`config.mk`:
```
export PLATFORM = sky130hd
export DESIGN_NAME = bus_ctl
export DESIGN_NICKNAME = d
export VERILOG_FILES = /design/src/rtl/bus_ctl_pkg.sv /design/src/rtl/bus_sync.sv /design/src/rtl/bus_rx.sv /design/src/rtl/bus_tx.sv /design/src/rtl/bus_ctl.sv
export SDC_FILE = /design/constraint.sdc
export NUM_CORES = 1
export LEC_CHECK = 0
export ABC_AREA = 1
export CAP_MARGIN = 30
export CORE_MARGIN = 4
export CORE_UTILIZATION = 40
export CTS_CLUSTER_DIAMETER = 150
export CTS_CLUSTER_SIZE = 30
export DETAILED_ROUTE_END_ITERATION = 6
export DONT_BUFFER_PORTS = 1
export PLACE_DENSITY = 0.61
export SLEW_MARGIN = 20
export SYNTH_ARGS = -nofsm -noshare
export SYNTH_HDL_FRONTEND = slang
export SYNTH_HIERARCHICAL = 1
export SYNTH_SLANG_ARGS = --single-unit
```
`constraint.sdc`:
```
create_clock -name clk_i -period 2.9 [get_ports clk_i]
set_input_delay 0.29 -clock clk_i [delete_from_list [all_inputs] [get_ports clk_i]]
set_output_delay 0.29 -clock clk_i [all_outputs]
set_load 0.03 [all_outputs]
```
`src/rtl/bus_ctl_pkg.sv`:
```
package bus_ctl_pkg;
  typedef enum logic [1:0] {
    RX_IDLE,
    RX_HANDOFF,
    RX_ACK_LOW,
    RX_WAIT_REL
  } rx_state_e;

  typedef enum logic [2:0] {
    TX_IDLE,
    TX_SETUP,
    TX_WAIT_DAC,
    TX_WAIT_REQ_LOW,
    TX_WAIT_DAC_LOW
  } tx_state_e;
endpackage

```
`src/rtl/bus_sync.sv`:
```
module bus_sync #(
  parameter int unsigned W      = 8,
  parameter int unsigned STAGES = 2,
  parameter logic [W-1:0] RST_VAL = '0
) (
  input  logic         clk_i,
  input  logic         rst_ni,
  input  logic [W-1:0] d_i,
  output logic [W-1:0] q_o
);
  logic [W-1:0] stg_q [STAGES];

  for (genvar s = 0; s < STAGES; s++) begin : g_stage
    if (s == 0) begin : g_first
      always_ff @(posedge clk_i or negedge rst_ni) begin
        if (!rst_ni) stg_q[s] <= RST_VAL;
        else         stg_q[s] <= d_i;
      end
    end else begin : g_next
      always_ff @(posedge clk_i or negedge rst_ni) begin
        if (!rst_ni) stg_q[s] <= RST_VAL;
        else         stg_q[s] <= stg_q[s-1];
      end
    end
  end

  assign q_o = stg_q[STAGES-1];
endmodule

```
`src/rtl/bus_rx.sv`:
```
module bus_rx
  import bus_ctl_pkg::*;
#(
  parameter int unsigned ADDR_W = 5,
  parameter int unsigned DATA_W = 7,
  parameter logic [DATA_W-1:0] PROG_LO  = 7'h30,
  parameter logic [DATA_W-1:0] PROG_HI  = 7'h5A,
  parameter logic [DATA_W-1:0] END_CODE = 7'h45
) (
  input  logic              clk_i,
  input  logic              rst_ni,
  input  logic [ADDR_W-1:0] addr_i,
  input  logic              mre_n_i,
  input  logic              dav_n_i,
  input  logic              ren_n_i,
  input  logic [DATA_W-1:0] data_i,
  input  logic              ack_i,
  output logic              dac_o,
  output logic              rfd_o,
  output logic              rmt_no,
  output logic              listen_o,
  output logic              talk_o,
  output logic [DATA_W-1:0] char_o,
  output logic              req_o
);
  localparam int unsigned LSN_BIT = DATA_W - 1;

  rx_state_e state_q;
  logic      end_q;
  logic      own_addr;
  logic      prog_ok;

  assign own_addr = (data_i[ADDR_W-1:0] == addr_i);
  assign prog_ok  = (data_i >= PROG_LO) && (data_i <= PROG_HI);

  always_ff @(posedge clk_i or negedge rst_ni) begin
    if (!rst_ni) begin
      state_q  <= RX_IDLE;
      dac_o    <= 1'b0;
      rfd_o    <= 1'b1;
      rmt_no   <= 1'b1;
      listen_o <= 1'b0;
      talk_o   <= 1'b0;
      char_o   <= '0;
      req_o    <= 1'b0;
      end_q    <= 1'b0;
    end else begin
      unique case (state_q)
        RX_IDLE: begin
          if (!dav_n_i) begin
            if (!mre_n_i) begin
              // address byte: decode, latch remote, then acknowledge
              if (own_addr) begin
                if (data_i[LSN_BIT]) begin
                  listen_o <= 1'b1;
                  talk_o   <= 1'b0;
                  rmt_no   <= ren_n_i;
                end else begin
                  talk_o   <= 1'b1;
                  listen_o <= 1'b0;
                end
              end
              dac_o   <= 1'b1;
              state_q <= RX_WAIT_REL;
            end else if (listen_o) begin
              dac_o <= 1'b1;
              if (prog_ok) begin
                char_o  <= data_i;
                req_o   <= 1'b1;
                rfd_o   <= 1'b0;
                end_q   <= (data_i == END_CODE);
                state_q <= RX_HANDOFF;
              end else begin
                state_q <= RX_WAIT_REL;
              end
            end
          end
        end
        RX_HANDOFF: begin
          if (ack_i) begin
            req_o   <= 1'b0;
            rfd_o   <= 1'b1;
            state_q <= RX_ACK_LOW;
          end
        end
        RX_ACK_LOW: begin
          if (!ack_i) begin
            if (end_q) listen_o <= 1'b0;
            end_q   <= 1'b0;
            state_q <= RX_WAIT_REL;
          end
        end
        RX_WAIT_REL: begin
          if (dav_n_i) begin
            dac_o   <= 1'b0;
            state_q <= RX_IDLE;
          end
        end
        default: state_q <= RX_IDLE;
      endcase
    end
  end
endmodule

```
`src/rtl/bus_tx.sv`:
```
module bus_tx
  import bus_ctl_pkg::*;
#(
  parameter int unsigned DATA_W = 7
) (
  input  logic              clk_i,
  input  logic              rst_ni,
  input  logic              talk_i,
  input  logic              req_i,
  input  logic [DATA_W-1:0] tx_data_i,
  input  logic              dac_i,
  output logic              dav_no,
  output logic [DATA_W-1:0] data_o,
  output logic              data_oe_o,
  output logic              ack_o
);
  tx_state_e state_q;

  always_ff @(posedge clk_i or negedge rst_ni) begin
    if (!rst_ni) begin
      state_q   <= TX_IDLE;
      dav_no    <= 1'b1;
      data_o    <= '0;
      data_oe_o <= 1'b0;
      ack_o     <= 1'b0;
    end else begin
      unique case (state_q)
        TX_IDLE: begin
          if (talk_i && req_i) begin
            data_o    <= tx_data_i;
            data_oe_o <= 1'b1;
            state_q   <= TX_SETUP;
          end
        end
        TX_SETUP: begin
          // one cycle of data setup before the strobe
          dav_no  <= 1'b0;
          state_q <= TX_WAIT_DAC;
        end
        TX_WAIT_DAC: begin
          if (dac_i) begin
            dav_no    <= 1'b1;
            data_oe_o <= 1'b0;
            ack_o     <= 1'b1;
            state_q   <= TX_WAIT_REQ_LOW;
          end
        end
        TX_WAIT_REQ_LOW: begin
          if (!req_i) begin
            ack_o   <= 1'b0;
            state_q <= TX_WAIT_DAC_LOW;
          end
        end
        TX_WAIT_DAC_LOW: begin
          if (!dac_i) state_q <= TX_IDLE;
        end
        default: state_q <= TX_IDLE;
      endcase
    end
  end
endmodule

```
`src/rtl/bus_ctl.sv`:
```
module bus_ctl #(
  parameter int unsigned ADDR_W      = 5,
  parameter int unsigned DATA_W      = 7,
  parameter int unsigned SYNC_STAGES = 2,
  parameter logic [DATA_W-1:0] PROG_LO  = 7'h30,
  parameter logic [DATA_W-1:0] PROG_HI  = 7'h5A,
  parameter logic [DATA_W-1:0] END_CODE = 7'h45
) (
  input  logic              clk_i,
  input  logic              rst_ni,
  input  logic [ADDR_W-1:0] addr_i,
  input  logic              mre_ni,
  input  logic              dav_ni,
  input  logic              ren_ni,
  input  logic              dac_i,
  input  logic [DATA_W-1:0] data_i,
  output logic              dav_no,
  output logic              dac_o,
  output logic              rfd_o,
  output logic [DATA_W-1:0] data_o,
  output logic              data_oe_o,
  output logic              rmt_no,
  output logic              listen_o,
  output logic              talk_o,
  output logic [DATA_W-1:0] char_o,
  output logic              char_req_o,
  input  logic              char_ack_i,
  input  logic [DATA_W-1:0] tx_data_i,
  input  logic              tx_req_i,
  output logic              tx_ack_o
);
  localparam int unsigned CTL_W  = 6;
  localparam int unsigned SYNC_W = CTL_W + DATA_W;
  localparam logic [SYNC_W-1:0] SYNC_RST = {3'b111, 3'b000, {DATA_W{1'b0}}};

  logic [SYNC_W-1:0] raw, syn;
  logic              s_mre_n, s_dav_n, s_ren_n, s_dac, s_ack, s_tx_req;
  logic [DATA_W-1:0] s_data;

  assign raw = {mre_ni, dav_ni, ren_ni, dac_i, char_ack_i, tx_req_i, data_i};
  assign {s_mre_n, s_dav_n, s_ren_n, s_dac, s_ack, s_tx_req, s_data} = syn;

  bus_sync #(
    .W      (SYNC_W),
    .STAGES (SYNC_STAGES),
    .RST_VAL(SYNC_RST)
  ) i_sync (
    .clk_i (clk_i),
    .rst_ni(rst_ni),
    .d_i   (raw),
    .q_o   (syn)
  );

  bus_rx #(
    .ADDR_W  (ADDR_W),
    .DATA_W  (DATA_W),
    .PROG_LO (PROG_LO),
    .PROG_HI (PROG_HI),
    .END_CODE(END_CODE)
  ) i_rx (
    .clk_i   (clk_i),
    .rst_ni  (rst_ni),
    .addr_i  (addr_i),
    .mre_n_i (s_mre_n),
    .dav_n_i (s_dav_n),
    .ren_n_i (s_ren_n),
    .data_i  (s_data),
    .ack_i   (s_ack),
    .dac_o   (dac_o),
    .rfd_o   (rfd_o),
    .rmt_no  (rmt_no),
    .listen_o(listen_o),
    .talk_o  (talk_o),
    .char_o  (char_o),
    .req_o   (char_req_o)
  );

  bus_tx #(
    .DATA_W(DATA_W)
  ) i_tx (
    .clk_i    (clk_i),
    .rst_ni   (rst_ni),
    .talk_i   (talk_o),
    .req_i    (s_tx_req),
    .tx_data_i(tx_data_i),
    .dac_i    (s_dac),
    .dav_no   (dav_no),
    .data_o   (data_o),
    .data_oe_o(data_oe_o),
    .ack_o    (tx_ack_o)
  );
endmodule

```
== Word-level counts from Yosys, hierarchy flattened ==
Index checks and enable logic that the tools add are counted.
Word-level totals
  bits in registers: 55
  input port bits: 27
  output and inout bits: 23
  logic and storage cells: 118
Cells by class
  magnitude comparators: 2
  eq/ne operators: 24
  muxes and demuxes: 51
  bitwise gates (word level): 2
  reductions and logical operators: 23
Operators by type and width (count)
  two-way mux 1 bit: 30
  inequality test 2 bit, second input constant: 9
  AND reduction 6 bit: 3
  case mux 1 bit (2 select lines): 8
  case mux 3 bit (5 select lines): 1
  AND reduction 5 bit: 3
  two-way mux 2 bit: 7
  two-way mux 3 bit: 4
  AND reduction 4 bit: 3
  nonzero test 2 bit: 6
  inequality test 2 x 1 -> 1 bit, second input constant: 5
  case mux 2 bit (4 select lines): 1
  == test 7 bit, second input constant: 1
  >= comparator 7 x 6 -> 1 bit, second input constant: 1
  less-or-equal comparator 7 bit, second input constant: 1
  == test 3 x 2 -> 1 bit, second input constant: 2
  AND reduction 3 bit: 2
  == test 5 bit: 1
  == test 2 bit, second input constant: 2
  AND reduction 2 bit: 2
  == test 3 x 1 -> 1 bit, second input constant: 1
  == test 3 bit, second input constant: 1
  logical NOT 3 bit: 1
  inequality test 3 x 2 -> 1 bit, second input constant: 1
  other kinds (4): 6

== Logic depth before layout (Yosys ltp) ==
Gate-level depths: netlist of the first run.
  word-level depth: 7
  depth in mapped cells: 10
  mapped depth without buffers: 9

== Modules after synthesis ==
Netlist of the first run, hierarchy kept.
By module, submodules not included
  bus_rx: instances 1, cells an instance 146, area an instance 1033.5 um^2, sequential area each 402.9 um^2
  bus_sync: instances 1, cells an instance 39, area an instance 755.7 um^2, sequential area each 658.1 um^2
  bus_tx: instances 1, cells an instance 63, area an instance 606.8 um^2, sequential area each 326.6 um^2

== Worst setup path before layout of the first run ==
Ideal clock, no wire load.
  path type: register -> register
  start point: register i_rx.state_q[0]
  end point: register i_rx.char_o[0]
  setup time: 0.119 ns
  data arrival time: 1.311 ns
  required time: 2.781 ns
  path slack: 1.470 ns
  cell stages (with the launch flop): 10
  buffers on the path: 2
  clock period less this slack: 1.430 ns
  path through: dfrtp_1 > inv_1 > ha_1 > buf_4 > nand2_2 > nor2_1 > nand2_4 > buf_6 > nand2_1 > o21ai_2
Between the ends
  word-level cells in the longest chain between the ends: 2
RTL lines
  start, declared: line bus_rx.sv:28  | rx_state_e state_q;
  start signal, assigned: line bus_rx.sv:38  | state_q <= RX_IDLE;
  start signal, assigned: line bus_rx.sv:64  | state_q <= RX_WAIT_REL;
  start signal, assigned: line bus_rx.sv:72  | state_q <= RX_HANDOFF;
  logical NOT 2 bit: line bus_rx.sv:48  | unique case (state_q)
  AND reduction 5 bit (no line)
  end signal, assigned: line bus_rx.sv:68  | char_o <= data_i;
  end, declared: line bus_rx.sv:23  | output logic [DATA_W-1:0] char_o,
No other way between the ends.
A chain may end at the register's enable or synchronous reset.

== Worst setup path after layout of the first run ==
  start point: register i_rx.state_q[0]
  end point: register i_rx.char_o[5]
Same word-level chain as after synthesis.

==> summary.md, run 1 <==
| Metric | Value |
|---|---|
| Arrival @ worst endpoint | around 1800 ps |
| Detailed placement HPWL | around 3000 µm |
| FF-to-FF End | i_rx/char_o[5]$_DFFE_PN0P_ |
| Die Y | between 80 and 90 µm |
| Clk slew on worst S/H paths | approximately 90 ps |
| Post-synth top area share | 0.480 |
| Antenna Cells | 0 |
| Buffer count from post-CTS setup fixing | 0 |
| Reg2Reg Depth | 7 |
| Largest net degree at the start of global routing | 56 |
| Routed WL | 4010 µm |
| RR Startpoint | i_rx/state_q[0]$_DFFE_PN0P_ |
| Global route overflow | 0 |
| Cell area after placement | around 0.0024 mm² |
| Worst skew pair latency | around 300 ps |
| Critical Path Source Type | register |
| Top post-synthesis cells by area | dfrtp_1 (48%), nand2_1 (10%), dfstp_2 (9.9%), o21ai_2 (4.8%), buf_4 (4.4%) |
| Max Cap Viol | 0 |
| Yosys reg bits | 55 |
| Worst vdd ir | between 0.0005 and 0.0006 V |
| Setup TNS | 0 ps |
| Post-route ant nets | 0 |
| # hold bufs at CTS | 15 |
| Highest clock rate | approximately 630 MHz |
| Syn avg cell area | ~9.7 µm² |
| Vias in the first global route | ~1600 |
| Max incr delay on CP | 410 ps |
| Critical Path RT | 3080 ps |
| EDFF count, synth | 0 |
| Die area | 0.00729 mm² |
| Critical path cell sequence | inv_1 -> ha_1 -> nand2_2 -> nor2_1 -> nand2_4 -> nand2_1 -> o21ai_1 |
| Slew margin rel. | 0.691 |
| DP Cell Count | 304 |
| Cts repair resizes | 0 |
| DRT Pass-1 Iters | 4 |
| Setup CP Type | reg2reg |
| Synth async-reset ratio | 1.00 |
| Largest area contributor in the netlist | dfrtp_1 |
| CP max FO | 14 |
| Residual DRC | 0 |
| Routability cong. | roughly 0.9 |
| Status | finished, final reports clean |
| Layout cell share with drive strength beyond 1 | 0.184 |
| Hold WC Path Type | in2reg |
| CTS tree | done |
| Initial antenna violation count | 0 |
| Hold Crit Endpoint | i_tx/data_o[0]$_DFFE_PN0P_ |
| WL per Instance | around 12 µm |
| CTS Buffer Depth | 2 |
| Sequential element share of the synthesized area | 0.579 |
| Synthesized instance count | between 200 and 250 |
| Pleak | between 1 and 1.5 nW |
| First-pass GRT wire length | 6990 µm |
| Total Routing Usage GR | 0.120 |
| DRT iter0 DRCs | 49 |
| Hold path cells | 2 |
| Slowest CP cell | dfrtp_1 |
| Setup Skew | 12.2 ps |
| RSZ-0062 raised after global routing | no |
| I/O Pins | 50 |
| Post-Syn Area | 0.00240 mm² |
| Syn_nets | approximately 280 |
| Tcrit/Tclk final | 0.548 |
| Count of different cell masters after synthesis | 25 |
| Core Region | 0.00564 mm² |
| Die X | 85.4 µm |
| Final Core Density | 0.463 |
| Worst slew pin tran | roughly 460 ps |
| Total power | about 2.4 mW |
| Critical Path Source | i_rx/state_q[0]$_DFFE_PN0P_ |
| Slew Limit Fails | 0 |
| Final count of hold timing violations | 0 |
| # port buffers | 0 |
| CTS Buf Count | 5 |
| Setup-violating endpoint count in the final report | 0 |
| Starting Density | 0.425 |
| H-tree depth | 2 |
| Vias/cell | 4.70 |
| Via count | approximately 1500 |
| Final Instance Area | 0.00261 mm² |
| R2R Setup Slk | roughly 1300 ps |
| Area grow syn2layout | 9.03% |
| CTS Sinks | 55 |
| CTS root buf | clkbuf_8 |
| # rows | 27 |
| Ys Warns | 6 |
| Crit path time final | roughly 1600 ps |
| Final nets | 285 |
| HP Start | tx_data_i[0] |
| Non-Filler Instances | around 330 |
| Main flop type after synthesis | dfrtp_1 |
| Critical Path Sink Type | register |
| Pwr dens | ~910 mW/mm² |
==> synthesized netlist by cell type (all sizes together) (4+ instances only) <==
cell type and number:
nand3 16, o21ai 22, nor2 20, dfstp 9, buf 16, a21oi 5, ha 4, dfrtp 46
inv 31, nand4 4, nand2 70
==> final cells by class <==
cell class              count  area, µm²
well taps                  72       90.1
multi-input cells         145        761
clock buffers               6       72.6
inverters                  32        120
repair buffers             15        168
fillers                   521       3030
flip-flops and latches     55       1390
clock inverters             2       13.8
==> flip-flops by register name, indices dropped and copies added (netlist names) <==
signal          flops
i_rx/end_q          1
i_tx/data_o         7
i_rx/talk_o         1
i_rx/rfd_o          1
i_rx/dac_o          1
i_rx/req_o          1
i_tx/state_q        3
i_sync/q_o         13
i_rx/state_q        2
i_rx/rmt_no         1
i_tx/ack_o          1
i_tx/data_oe_o      1
i_tx/dav_no         1
i_sync/stg_q       13
i_rx/listen_o       1
i_rx/char_o         7
==> cell families (layout without fill, tap and decap cells) <==
kind of cell               count (synthesis)  in the layout  synth area share
AOI/OAI and AO/OA                         29             29            0.0830
adders and majority gates                  4              4            0.0209
buffers and inverters                     48             55             0.103
DFF                                       55             55             0.579
and+or+nand+nor                          112            112             0.214
==> critical path, delay by kind of cell (launching register included) <==
kind / cells / cell delay [ps]
compound gates: 1 / 70
simple gates: 4 / 560
flops: 1 / 410
buf+inv: 1 / 110
fa+ha+maj: 1 / 330
==> metrics by stage <==
stage	setup slack (ps)	hold WS, ps
after CTS	1310	98.3
after floorplan	1470	-5.59
after global routing	1140	102
after detailed placement	1310	-3.80
final	1310	118
after global placement	1360	-3.70
==> worst max path at each step <==
stage	depth (start not counted)	end
6_report	7	i_rx/char_o[5]$_DFFE_PN0P_
5_1_grt	8	i_rx/state_q[1]$_DFFE_PN0P_
4_1_cts	7	i_rx/char_o[5]$_DFFE_PN0P_
3_5_place_dp	7	i_rx/char_o[6]$_DFFE_PN0P_
3_3_place_gp	7	i_rx/char_o[4]$_DFFE_PN0P_
2_1_floorplan	9	i_rx/char_o[0]$_DFFE_PN0P_
==> power by group <==
part | switching, mW | internal [mW] | leakage, nW | total [mW]
Sequential | 0.413 | 0.958 | 0.647 | 1.37
Combinational | 0.352 | 0.242 | 0.579 | 0.594
Clock | 0.239 | 0.171 | 0.0452 | 0.410
==> cells in the final DEF (no fill, tap or decap), types with 2 or more instances in the layout <==
master,n
a21oi_1,5
clkbuf_8,5
dfrtp_1,46
dfstp_2,9
dlygate4sd3_1,14
ha_1,4
inv_1,25
inv_2,6
nand2_1,65
nand2_2,4
nand3_1,16
nand4_1,3
nor2_1,15
nor2_2,3
nor2_4,2
o21ai_0,3
o21ai_1,6
o21ai_2,13
==> per-layer routing <==
metal / wire length, µm / vias to the layer above / share of wire / GRT usage
met5: 0 / - / 0 / 0
met4: 40 / 0 / 0.010 / 0.0446
met3: 278 / 6 / 0.069 / 0.0485
met2: 1890 / 43 / 0.47 / 0.196
met1: 1800 / 714 / 0.45 / 0.143
li1: - / 773 / - / -
Note: power is estimated with default switching activity, not from simulation.
==> run 2, diff against run 1 <==
--- a/config.mk
+++ b/config.mk
@@ -13,7 +13,7 @@
 export CTS_CLUSTER_SIZE = 30
 export DETAILED_ROUTE_END_ITERATION = 6
 export DONT_BUFFER_PORTS = 1
-export PLACE_DENSITY = 0.61
+export PLACE_DENSITY = 0.63
 export SLEW_MARGIN = 20
 export SYNTH_ARGS = -nofsm -noshare
 export SYNTH_HDL_FRONTEND = slang
==> constraint.sdc (replaced) <==
create_clock -name clk_i -period 1.4 [get_ports clk_i]
set_input_delay 0.14 -clock clk_i [delete_from_list [all_inputs] [get_ports clk_i]]
set_output_delay 0.14 -clock clk_i [all_outputs]
set_load 0.03 [all_outputs]
==> run 2 against run 1 <==
The run now ends with hold timing left. Clock skew down 2.4 ps. First-iteration DRC count decreased by 2.0%. Non-clock buffer count increased by 26. Critical path depth grew 2. Register-to-register slack got worse by 1300 ps. Routed wire length up 9.4%. Count of clock-buffer cells in the layout shrank 1. Die area unchanged. Global-route usage rose by 0.78 points.
==> summary.md, run 2 (synthesis gave the netlist of run 1 again) <==
| Metric | Value |
|---|---|
| Slew margin rel. | 0.780 |
| CTS Sinks | 55 |
| Tcrit/Tclk final | 0.984 |
| Flop pwr share | 0.484 |
| H-tree depth | 2 |
| Crit path time final | about 1400 ps |
| CP max FO | 3 |
| Setup Skew | 9.80 ps |
| Hold WC Path Type | in2async |
| Filler cells | a little under 500 |
| Final count of hold timing violations | 55 |
| Reported net switching power | 2.38 mW |
| CTS Buffer Depth | 2 |
| Final Core Density | 0.525 |
| Hold_ws | -490 ps |
| Failing checks | hold timing |
| Final nets | a little over 300 |
| # hold bufs at CTS | 20 |
| Die area | between 0.007 and 0.008 mm² |
| I/O Pins | 50 |
| Non-Filler Instances | about 350 |
| Max Cap Viol | 0 |
| Die Y | ~85 µm |
| Initial antenna violation count | 0 |
| DRT Pass-1 Iters | 4 |
| Worst vdd ir | slightly above 0.001 V |
| Critical Path Source Type | register |
| Vias/cell | around 4.6 |
| Clk network pwr share | 0.157 |
| Core Region | 0.00564 mm² |
| Setup-violating endpoint count in the final report | 0 |
| Setup TNS | 0 ps |
| CTS Buf Count | 5 |
| # rows | 27 |
| Reg2Reg Depth | 9 |
| Pleak | around 1.4 nW |
| Vias in the first global route | around 1600 |
| Cell area after placement | approximately 0.0025 mm² |
| Status | complete, but fails checks |
| Most frequent cells in the layout | nand2_1 (60), dfrtp_1 (46), inv_1 (21) |
| Total Routing Usage GR | 0.128 |
| First-pass GRT wire length | between 7000 and 8000 µm |
| Layout cell share with drive strength beyond 1 | 0.335 |
| Arrival @ worst endpoint | approximately 1600 ps |
| DP Cell Count | 320 |
| CTS tree | done |
| Pwr dens | about 1900 mW/mm² |
| Post-route ant nets | 0 |
| Starting Density | 0.425 |
| Worst slew pin tran | 330 ps |
| RSZ-0062 raised after global routing | yes |
| Detailed placement HPWL | around 3000 µm |
| Area grow syn2layout | 23.7% |
| WL per Instance | roughly 12 µm |
| Die X | 85.4 µm |
| Slew Limit Fails | 0 |
| Antenna Cells | 0 |
| # port buffers | 0 |
| DRT iter0 DRCs | 48 |
| Commonest non-fill, non-tap cell in the layout | nand2_1 |
| Routed WL | ~4400 µm |
| Routability cong. | between 0.8 and 0.9 |
| Critical Path RT | between 1500 and 2000 ps |
| Worst skew pair latency | 310 ps |
| Largest net degree at the start of global routing | 56 |
| Clk slew on worst S/H paths | roughly 100 ps |
| Setup CP Type | reg2reg |
| Switching Share | 0.415 |
| Gate power share | 0.359 |
| Final Instance Area | ~0.0030 mm² |
| Total power | approximately 5.7 mW |
| Highest clock rate | between 700 and 800 MHz |
| Global route overflow | 0 |
| CTS root buf | clkbuf_8 |
| Internal power | 3.36 mW |
| Via count | 1636 |
| Residual DRC | 0 |
| Critical Path Sink Type | register |
[run 2: worst paths after layout]
check	startpoint	end	slack [ps]
worst max-delay path	i_rx/state_q[1]$_DFFE_PN0P_	i_rx/state_q[1]$_DFFE_PN0P_	20
worst min-delay path	rst_ni	i_sync/q_o[1]$_DFF_PN0_	-490
worst max register to register	i_rx/state_q[1]$_DFFE_PN0P_	i_rx/state_q[1]$_DFFE_PN0P_	20
worst min register to register	i_sync/stg_q[18]$_DFF_PN0_	i_sync/q_o[5]$_DFF_PN0_	350
max in group asynchronous	rst_ni	i_rx/rfd_o$_DFFE_PN1P_	1700
min in group clk_i	addr_i[1]	i_rx/rmt_no$_DFFE_PN1P_	200
[run 2: stage by stage]
stage / worst slack [ps] / hold slack (ps)
6_report: 21.7 / -490
4_1_cts: 6.55 / -510
5_1_grt: -70.2 / -521
3_5_place_dp: -73.7 / -154
2_1_floorplan: -14.4 / -156
3_3_place_gp: -36.1 / -154
[run 2: final cells by class]
| cell class | instances | area (µm²) | area share |
|---|---|---|---|
| Multi-Input combinational cell | 145 | 895 | 0.302 |
| Timing Repair Buffer | 41 | 373 | 0.126 |
| Clock inverter | 3 | 27.5 | 0.00929 |
| Inverter | 32 | 123 | 0.0414 |
| Tap cell | 72 | 90.1 | 0.0304 |
| Sequential cell | 55 | 1390 | 0.468 |
| Clock buffer | 5 | 68.8 | 0.0232 |
[run 2: power groups by stage]
stage	logic (mW)	registers, mW	clock network, mW
2_1_floorplan	1.06	2.78	0
4_1_cts	1.65	2.78	0.961
3_5_place_dp	1.51	2.81	0
3_3_place_gp	1.47	2.80	0
6_report	2.06	2.78	0.904
5_1_grt	2.30	2.85	1.03
[run 2: critical path, cell delays in order (launching register included)]
cell and delay (ps):
dfrtp_1 400, inv_2 90, buf_4 120, ha_4 120, inv_2 60, nor2_4 140, a21oi_4 40, buf_4 130
a21oi_1 110, a21oi_1 60
[run 2: what timing repair did]
action                                 in CTS  in global routing
setup buffers                               1                  4
resized for setup                          11                 28
endpoints found under the hold margin      75                 55
setup endpoints to repair                  14                 16
pin swaps                                   2                 19
[run 2: metal layers]
layer  track usage  wire, µm  vias to the layer above  part of all wire
met2         0.205      2160                       44              0.49
li1              -         -                      826                 -
met3        0.0447       296                        5             0.068
met1         0.163      1880                      761              0.43
met4        0.0388        42                        0            0.0096
met5             0         0                        -                 0
